<file path="src/rtl/mux_bus_seq.sv">
module mux_bus_seq #(
  parameter int AW = 20,
  parameter int DW = 16
) (
  input  logic          clk,
  input  logic          rst_n,
  input  logic          req_valid,
  input  logic [2:0]    req_kind,
  input  logic [AW-1:0] req_addr,
  input  logic [DW-1:0] req_wdata,
  output logic          req_ready,
  output logic          done,
  output logic [DW-1:0] rdata,
  output logic [AW-1:0] ad_out,
  output logic          ad_oe,
  input  logic [DW-1:0] ad_in,
  output logic          ale,
  output logic          rd_n,
  output logic          wr_n,
  output logic [2:0]    stat,
  output logic          ctl_oe,
  input  logic          ready,
  input  logic          hold,
  output logic          hlda
);
  localparam logic [2:0] PASSIVE = 3'b111;
  localparam int PADW = AW - DW;

  typedef enum logic [2:0] {S_IDLE, S_T1, S_T2, S_T3, S_TW, S_T4, S_HOLD} tstate_t;

  tstate_t st, st_nx;
  logic [2:0]    kind_q;
  logic [AW-1:0] addr_q;
  logic [DW-1:0] wdata_q;

  wire accept  = req_valid && req_ready;
  wire in_wait = (st == S_T3) || (st == S_TW);
  wire leave   = in_wait && ready;
  wire mid     = (st == S_T2) || in_wait;
  wire is_rd   = kind_q inside {3'b000, 3'b001, 3'b100, 3'b101};
  wire is_wr   = (kind_q == 3'b010) || (kind_q == 3'b110);

  always_comb begin
    st_nx = st;
    case (st)
      S_IDLE, S_T4: st_nx = hold ? S_HOLD : (req_valid ? S_T1 : S_IDLE);
      S_T1:         st_nx = S_T2;
      S_T2:         st_nx = S_T3;
      S_T3, S_TW:   st_nx = ready ? S_T4 : S_TW;
      S_HOLD:       st_nx = hold ? S_HOLD : S_IDLE;
      default:      st_nx = S_IDLE;
    endcase
  end

  always_ff @(posedge clk or negedge rst_n) begin
    if (!rst_n) begin
      st      <= S_IDLE;
      kind_q  <= PASSIVE;
      addr_q  <= '0;
      wdata_q <= '0;
      rdata   <= '0;
    end else begin
      st <= st_nx;
      if (accept) begin
        kind_q  <= req_kind;
        addr_q  <= req_addr;
        wdata_q <= req_wdata;
      end
      if (leave && is_rd) rdata <= ad_in;
    end
  end

  assign req_ready = ((st == S_IDLE) || (st == S_T4)) && !hold;
  assign done      = (st == S_T4);
  assign ale       = (st == S_T1);
  assign ad_oe     = (st == S_T1) || (is_wr && (mid || st == S_T4));
  assign ad_out    = (st == S_T1) ? addr_q : {{PADW{1'b0}}, wdata_q};
  assign rd_n      = !(is_rd && mid);
  assign wr_n      = !(is_wr && (mid || st == S_T4));
  assign stat      = (st == S_T1 || st == S_T2) ? kind_q :
                     (st == S_T4 && accept)     ? req_kind : PASSIVE;
  assign hlda      = (st == S_HOLD);
  assign ctl_oe    = (st != S_HOLD);

  assert_ale_single_R2: assert property (@(posedge clk) disable iff (!rst_n)
    ale |=> !ale);
  assert_passive_after_t2_R3: assert property (@(posedge clk) disable iff (!rst_n)
    $past(ale, 2) |-> (stat == PASSIVE));
  assert_wdata_steady_R4: assert property (@(posedge clk) disable iff (!rst_n)
    (!wr_n && $past(!wr_n)) |-> $stable(ad_out));
  assert_strobe_excl_R5: assert property (@(posedge clk) disable iff (!rst_n)
    !(!rd_n && !wr_n));
  assert_wait_stretch_R7: assert property (@(posedge clk) disable iff (!rst_n)
    (in_wait && !ready) |=> (stat == PASSIVE && !done));
  assert_done_needs_ready_R8: assert property (@(posedge clk) disable iff (!rst_n)
    $rose(done) |-> $past(ready));
  assert_hold_float_R9: assert property (@(posedge clk) disable iff (!rst_n)
    hlda |-> (!ad_oe && !ctl_oe && !ale && !req_ready));
  assert_hold_defer_R9: assert property (@(posedge clk) disable iff (!rst_n)
    (hold && st == S_T2) |=> !hlda);
endmodule

</file>
<file path="config.mk">
export PLATFORM = sky130hd
export DESIGN_NAME = mux_bus_seq
export DESIGN_NICKNAME = d
export VERILOG_FILES = /design/src/rtl/mux_bus_seq.sv
export SDC_FILE = /design/constraint.sdc
export NUM_CORES = 1
export LEC_CHECK = 0
export BUFFER_PORTS_ARGS = -buffer_cell sky130_fd_sc_hd__buf_4
export CAP_MARGIN = 20
export CORE_MARGIN = 5
export CORE_UTILIZATION = 48
export DETAILED_ROUTE_END_ITERATION = 16
export PLACE_DENSITY = 0.8
export SYNTH_ARGS = -nofsm -noshare
export SYNTH_HDL_FRONTEND = slang
export SYNTH_SLANG_ARGS = --single-unit
</file>
<file path="constraint.sdc">
create_clock -name clk -period 2.75 [get_ports clk]
set_input_delay 0.55 -clock clk [delete_from_list [all_inputs] [get_ports clk]]
set_output_delay 0.55 -clock clk [all_outputs]
set_load 0.01 [all_outputs]
</file>
==> out/qor.txt, run 1 <==
wire length per cell - 15.78 microns
Die Area - 6997 sq um
number of cells after detailed placement - 351
horizontal extent of the die - 83.65 microns
final setup violating endpoints - 0
Die Ht - 83.65 microns
mean instance size in the synthesized netlist - 14.47 sq um
worst setup path category - flop to output pin
most used standard cell by instance count after synthesis - sky130_fd_sc_hd__mux2_2
buffers inserted by post-CTS timing repair - 0
maximum operating frequency - 393.4 MHz
register area - 1456 sq um
starting density of the core - 0.5034
final hold violation count - 0
number of design rule violations left after detail routing - 0
initial DRC count - 49
total power density per cell area - 1147 nW/um^2
number of synthesized flops with an enable pin - 0
period utilization - 0.9243
minimum clock period after layout - 2.542 ns
critical path capture point type - output pin
worst vdd rail ir drop - 0.6165 mV
Port Buffer Count - 106
net count of the mapped netlist - 240
core box area - 5172 sq um
antenna violations before repair - 0
routed length on met3 - 361 microns
routed vias - 1806
number of global-route vias before repair - 1993
Relative slew margins - 0.5236
data arrival time of the critical path - 1.99 ns
top post-synthesis cells by count - sky130_fd_sc_hd__mux2_2, sky130_fd_sc_hd__dfrtp_1, sky130_fd_sc_hd__buf_6, sky130_fd_sc_hd__inv_1, sky130_fd_sc_hd__and2_1
number of warning messages in the yosys log - 0
clock tree skew after final layout - 0.005307 ns
final count of pins violating max slew - 0
Ports - 107
worst-case hold slack - 0.2924 ns
clock insertion delay at the later pin of the skew report - 0.32 ns
Clock transition at path regs - 0.06 ns
clock tree from TritonCTS - done
required arrival time at the worst endpoint - 2.20 ns
Placement Setup Slack - 0.2859 ns
max capacitance violation total - 0
net count reported at finish - 352
unrepaired setup endpoints after global routing - false
clock root buffer - sky130_fd_sc_hd__clkbuf_8
worst-path fanout max - 10
gr ovfl total - 0
Synth-to-Final Area Change - 39.07%
Final ANT Viol Nets - 0
number of standard-cell rows in the floorplan - 26
count of distinct cell types in the synthesized netlist - 29
beginning of the worst register-to-register path - st[0]
Routed WL - 5777 microns
area used by multi-input combinational logic - 1047 sq um
Synth top area share - 0.5286
leading area contributor after synthesis - sky130_fd_sc_hd__dfrtp_1
amount of wire on met2 after detailed routing - 2987 microns
count of state elements after synthesis - 58
run status - complete, no violations
pin count of the biggest net entering global routing - 59
overall routing resource usage - 0.1746
Metal-1 WL - 2291 microns
Final TNS setup - 0 ns
half-perimeter wire length after placement - 4204 microns
final critical-path setup slack - 0.2081 ns
category of the worst setup path launch point - flop
leakage component of the power - 1.729 nW
deepest clock path buffer count - 2
layout cells sized above 1 - 0.6926
total inserted antenna cells - 0
number of fill cells in the layout - 380
Vias per Instance - 4.934
depth of the CTS H-tree - 3
Gate Count Post-Synth - 180
number of buffers created by CTS - 9
launch point of the critical path - st[0]
total iterations of the first detailed-routing run - 4
Worst-Margin Slew - 0.7146 ns
final RePlAce weighted congestion - 0.7596
top routing layer in use - met4
Finished Layout Cells - 366
Worst Hold Class - input port to asynchronous set/reset pin
clk sinks - 58
leading register cell type out of synthesis - sky130_fd_sc_hd__dfrtp_1
share of async-settable or async-resettable flops after synthesis - 1.000
Seq/Total Area, Yosys - 0.5589
global-route wire length before repair - 9798 microns
most area-consuming cells after synthesis - sky130_fd_sc_hd__dfrtp_1, sky130_fd_sc_hd__mux2_2, sky130_fd_sc_hd__dfstp_2
Post-Synthesis Cell Area - 2604 sq um
## report_power, final
part	internal, mW	switching, mW
combinational	1.16	0.786
sequential	1.31	0.226
clock	0.367	0.308
total	2.83	1.32
## per-layer routing
metal | vias up | GRT usage
met1 | 874 | 0.2019
li1 | 863 | -
met3 | 12 | 0.06219
met5 | - | 0
met2 | 57 | 0.2899
met4 | 0 | 0.07895
## logic make-up (layout without fill, tap and decap cells)
group	count (synthesis)	after routing	share of synthesized area
AOI/OAI and AO/OA	9	9	0.02691
muxes	71	71	0.3071
and+or+nand+nor	22	22	0.05094
DFF	58	58	0.5589
adders and majority gates	1	1	0.003844
xor gates and xnor gates	3	3	0.01009
buffers and inverters	16	132	0.04229
## per-stage QoR
step	util	cell area, sq um	power, mW
after floorplan	-	2604	2.676
after global placement	0.6662	3446	3.448
after detailed placement	0.6662	3446	3.520
after CTS	0.6993	3617	4.211
after global routing	0.7000	3621	4.442
final	0.7000	3621	4.153
## final timing paths
path | to | slack, ns | depth (start not counted)
worst max-delay path | stat[2] | 0.21 | 4
worst min-delay path | addr_q[18] | 0.29 | 1
worst max register to register | addr_q[17] | 0.79 | 4
worst min register to register | addr_q[16] | 0.50 | 1
max in group asynchronous | st[0] | 1.95 | 1
min in group clk | wdata_q[9] | 0.46 | 2
## layout make-up
class / instances / area share
multi-input combinational: 106 / 0.2892
inverter: 5 / 0.005183
clock buffer: 12 / 0.04285
timing repair buffer: 112 / 0.2322
clock inverter: 3 / 0.004147
sequential: 58 / 0.4022
tap: 70 / 0.02419
## placed cells by master, fill, tap and decap left out
cell type / Yosys / routed
sky130_fd_sc_hd__o21ai_0: 2 / 2
sky130_fd_sc_hd__inv_1: 5 / 5
sky130_fd_sc_hd__nor3_1: 3 / 2
sky130_fd_sc_hd__and3_1: 1 / 1
sky130_fd_sc_hd__o32a_1: 3 / 3
sky130_fd_sc_hd__or2_2: 1 / 1
sky130_fd_sc_hd__xor2_1: 3 / 3
sky130_fd_sc_hd__maj3_1: 1 / 1
sky130_fd_sc_hd__buf_4: 3 / 112
sky130_fd_sc_hd__or3b_1: 1 / 1
sky130_fd_sc_hd__nand3_1: 2 / 2
sky130_fd_sc_hd__dfrtp_1: 55 / 54
sky130_fd_sc_hd__dfrtp_2: 0 / 1
sky130_fd_sc_hd__a221oi_1: 1 / 1
sky130_fd_sc_hd__nand2_1: 2 / 2
sky130_fd_sc_hd__o211ai_1: 1 / 1
sky130_fd_sc_hd__dfstp_2: 3 / 3
sky130_fd_sc_hd__or3_1: 1 / 1
sky130_fd_sc_hd__nand3b_1: 2 / 2
sky130_fd_sc_hd__or4b_4: 0 / 1
sky130_fd_sc_hd__nor2b_1: 1 / 1
sky130_fd_sc_hd__nor3_2: 0 / 1
sky130_fd_sc_hd__clkbuf_1: 2 / 1
sky130_fd_sc_hd__and2_1: 4 / 4
sky130_fd_sc_hd__clkinv_2: 0 / 3
sky130_fd_sc_hd__clkbuf_8: 0 / 11
sky130_fd_sc_hd__a21oi_1: 1 / 1
sky130_fd_sc_hd__nand2b_1: 2 / 2
sky130_fd_sc_hd__nor2_1: 1 / 1
sky130_fd_sc_hd__mux2_2: 71 / 71
sky130_fd_sc_hd__a21oi_2: 1 / 1
## worst max-delay path: stages, from the launching register on
cell	delay, ns
sky130_fd_sc_hd__dfrtp_2	0.48
sky130_fd_sc_hd__xor2_1	0.17
sky130_fd_sc_hd__or4b_4	0.53
sky130_fd_sc_hd__o32a_1	0.35
sky130_fd_sc_hd__buf_4	0.14
## sequential cells by signal, summed over array words and instances, names as in the netlist
register,flops
rdata,16
kind_q,3
addr_q,20
st,3
wdata_q,16
## repair_timing
item,CTS,global route
setup endpoints to repair,3,3
resized for setup,1,1
hold buffers,0,0
Power figures use the tool's default switching activity.
==> inputs of run 2 (changes only) <==
==> config.mk (replaced) <==
export PLATFORM = sky130hd
export DESIGN_NAME = mux_bus_seq
export DESIGN_NICKNAME = d
export VERILOG_FILES = /design/src/rtl/mux_bus_seq.sv
export SDC_FILE = /design/constraint.sdc
export NUM_CORES = 1
export LEC_CHECK = 0
export BUFFER_PORTS_ARGS = -buffer_cell sky130_fd_sc_hd__buf_2
export CAP_MARGIN = 20
export CELL_PAD_IN_SITES_DETAIL_PLACEMENT = 1
export CELL_PAD_IN_SITES_GLOBAL_PLACEMENT = 1
export CORE_MARGIN = 5
export CORE_UTILIZATION = 37
export DETAILED_ROUTE_END_ITERATION = 16
export PLACE_DENSITY = 0.79
export SETUP_SLACK_MARGIN = 0.4
export SYNTH_ARGS = -nofsm -noshare
export SYNTH_HDL_FRONTEND = slang
export SYNTH_SLANG_ARGS = --single-unit
==> run 2 against run 1 <==
Sequential share of layout area decreased by 1.2 points; cell area increased by 2.9%; setup slack improved by 0.069 ns; first-iteration DRC count decreased by 33%; routed wire length increased by 17%; sequential cell count unchanged; critical path type unchanged; largest cell class unchanged; highest routed layer unchanged.
==> out/qor.txt, run 2 (same netlist as run 1, synthesis figures left out) <==
required arrival time at the worst endpoint - 2.20 ns (about the same)
minimum clock period after layout - 2.473 ns (-0.06897 ns)
starting density of the core - 0.3811 (-0.1223)
horizontal extent of the die - 93.89 microns (+12%)
overall routing resource usage - 0.1560 (-0.01864)
R2R cell count - 5 (+1)
final count of pins violating max slew - 0 (unchanged)
register with the most flip-flops - addr_q
pin count of the biggest net entering global routing - 42 (-29%)
final setup violating endpoints - 0 (unchanged)
Synth-to-Final Area Change - 43.10%
leading cell type in the layout, fill and taps excluded - sky130_fd_sc_hd__buf_2
clock tree from TritonCTS - done
final core utilization - 0.5454 (-0.1546)
Area after DPL - 3243 sq um (-5.9%)
clock root buffer - sky130_fd_sc_hd__clkbuf_8
period utilization - 0.8992 (-0.02508)
number of global-route vias before repair - 2136 (+7.2%)
data arrival time of the critical path - 1.92 ns (-0.07 ns)
Final ANT Viol Nets - 0 (unchanged)
max capacitance violation total - 0 (unchanged)
Final TNS setup - 0 ns (unchanged)
launch point of the critical path - st[2]
number of buffers created by CTS - 9 (unchanged)
Ports - 107 (unchanged)
Worst Hold Class - input port to asynchronous set/reset pin
final critical-path setup slack - 0.2771 ns (+0.06897 ns)
clock tree skew after final layout - 0.006496 ns (+0.001189 ns)
category of the worst setup path launch point - flop
Worst-Margin Slew - 0.9110 ns (+0.1964 ns)
routed vias - 1902 (+5.3%)
number of standard-cell rows in the floorplan - 30 (+15%)
number of fill cells in the layout - 748 (+97%)
global-route wire length before repair - 10470 microns (+6.8%)
Relative slew margins - 0.3927 (-0.1309)
beginning of the worst register-to-register path - st[2]
number of cells after detailed placement - 381 (+8.5%)
clk sinks - 58 (unchanged)
final hold violation count - 0 (unchanged)
total power draw - 4.535 mW (+9.2%)
initial DRC count - 33 (-33%)
worst reg2reg path endpoint - addr_q[8]
area used by multi-input combinational logic - 1110 sq um (+6.0%)
registers with the most flip-flops - addr_q (20), rdata (16), wdata_q (16)
max reg flops - 20 (unchanged)
worst-path fanout max - 5 (-5)
Die Ht - 93.89 microns (+12%)
Hold-fix buffers, CTS - 0 (unchanged)
leakage component of the power - 1.814 nW (+4.9%)
gr ovfl total - 0 (unchanged)
number of design rule violations left after detail routing - 0 (unchanged)
total inserted antenna cells - 0 (unchanged)
worst vdd rail ir drop - 0.4927 mV (-20%)
core box area - 6832 sq um (+32%)
total iterations of the first detailed-routing run - 4 (unchanged)
final RePlAce weighted congestion - 0.7771 (+2.3%)
Die Area - 8814 sq um (+26%)
commonest cells after routing, fill and taps aside - sky130_fd_sc_hd__buf_2, sky130_fd_sc_hd__mux2_2, sky130_fd_sc_hd__dfrtp_1
maximum operating frequency - 404.4 MHz (+2.8%)
depth of the CTS H-tree - 3 (unchanged)
net count reported at finish - 365 (+3.7%)
register area - 1455 sq um (about the same)
layout cells sized above 1 - 0.7097 (+0.01711)
Finished Layout Cells - 406 (+11%)
slack of the worst reg-to-reg path - 0.86 ns (+0.07 ns)
antenna violations before repair - 0 (unchanged)
worst-case hold slack - 0.3509 ns (+0.05858 ns)
wire length per cell - 16.62 microns (+5.3%)
deepest clock path buffer count - 2 (unchanged)
Placement Setup Slack - 0.2566 ns (-0.02929 ns)
Non-Filler Cell Area, Final - 3726 sq um (+2.9%)
total power density per cell area - 1217 nW/um^2 (+6.1%)
worst setup path category - flop to output pin
Port Buffer Count - 106 (unchanged)
Vias per Instance - 4.685 (-5.1%)
run status - complete, no violations
unrepaired setup endpoints after global routing - true
Clock transition at path regs - 0.07 ns (about the same)
Routed WL - 6747 microns (+17%)
critical path capture point type - output pin
clock insertion delay at the later pin of the skew report - 0.33 ns (about the same)
half-perimeter wire length after placement - 4784 microns (+14%)
## run 2: worst max-delay path, stage by stage (launching register included)
cell	delay (ns)
sky130_fd_sc_hd__dfrtp_1	0.39
sky130_fd_sc_hd__xor2_1	0.18
sky130_fd_sc_hd__or4b_4	0.54
sky130_fd_sc_hd__o32a_1	0.35
sky130_fd_sc_hd__buf_2	0.14
## run 2: how the worst max path moves through the flow
stage	end	depth (start not counted)	slack [ns]
floorplan	stat[0]	6	0.46
global placement	stat[1]	4	0.28
CTS	stat[0]	4	0.24
global route	stat[0]	4	0.19
detailed placement	stat[0]	4	0.26
finish	stat[0]	4	0.28
## run 2: where the power goes
| part | switching [mW] | internal, mW |
|---|---|---|
| Combinational | 0.905 | 1.30 |
| Sequential | 0.223 | 1.31 |
| Clock | 0.336 | 0.463 |
## run 2: cell type report
| cell class | count | share of cell area |
|---|---|---|
| flip-flops and latches | 58 | 0.3905 |
| clock inverters | 5 | 0.01410 |
| repair buffers | 125 | 0.2183 |
| multi-input cells | 106 | 0.2979 |
| well taps | 96 | 0.03224 |
| inverters | 5 | 0.006380 |
| clock buffers | 11 | 0.04063 |
## run 2: layer usage
metal | vias to the layer above | GRT usage | share of wire
met4 | 0 | 0.07341 | 0.026
met1 | 951 | 0.1878 | 0.39
met3 | 13 | 0.04006 | 0.050
met2 | 54 | 0.2596 | 0.54
met5 | - | 0 | 0
li1 | 884 | - | -
## run 2: what timing repair did
item / in CTS / in global routing
resized for setup: 7 / 42
pin swaps: 1 / 1
cloned: 1 / 0
buffers inserted: 4 / 4
endpoints found under the setup margin: 16 / 22
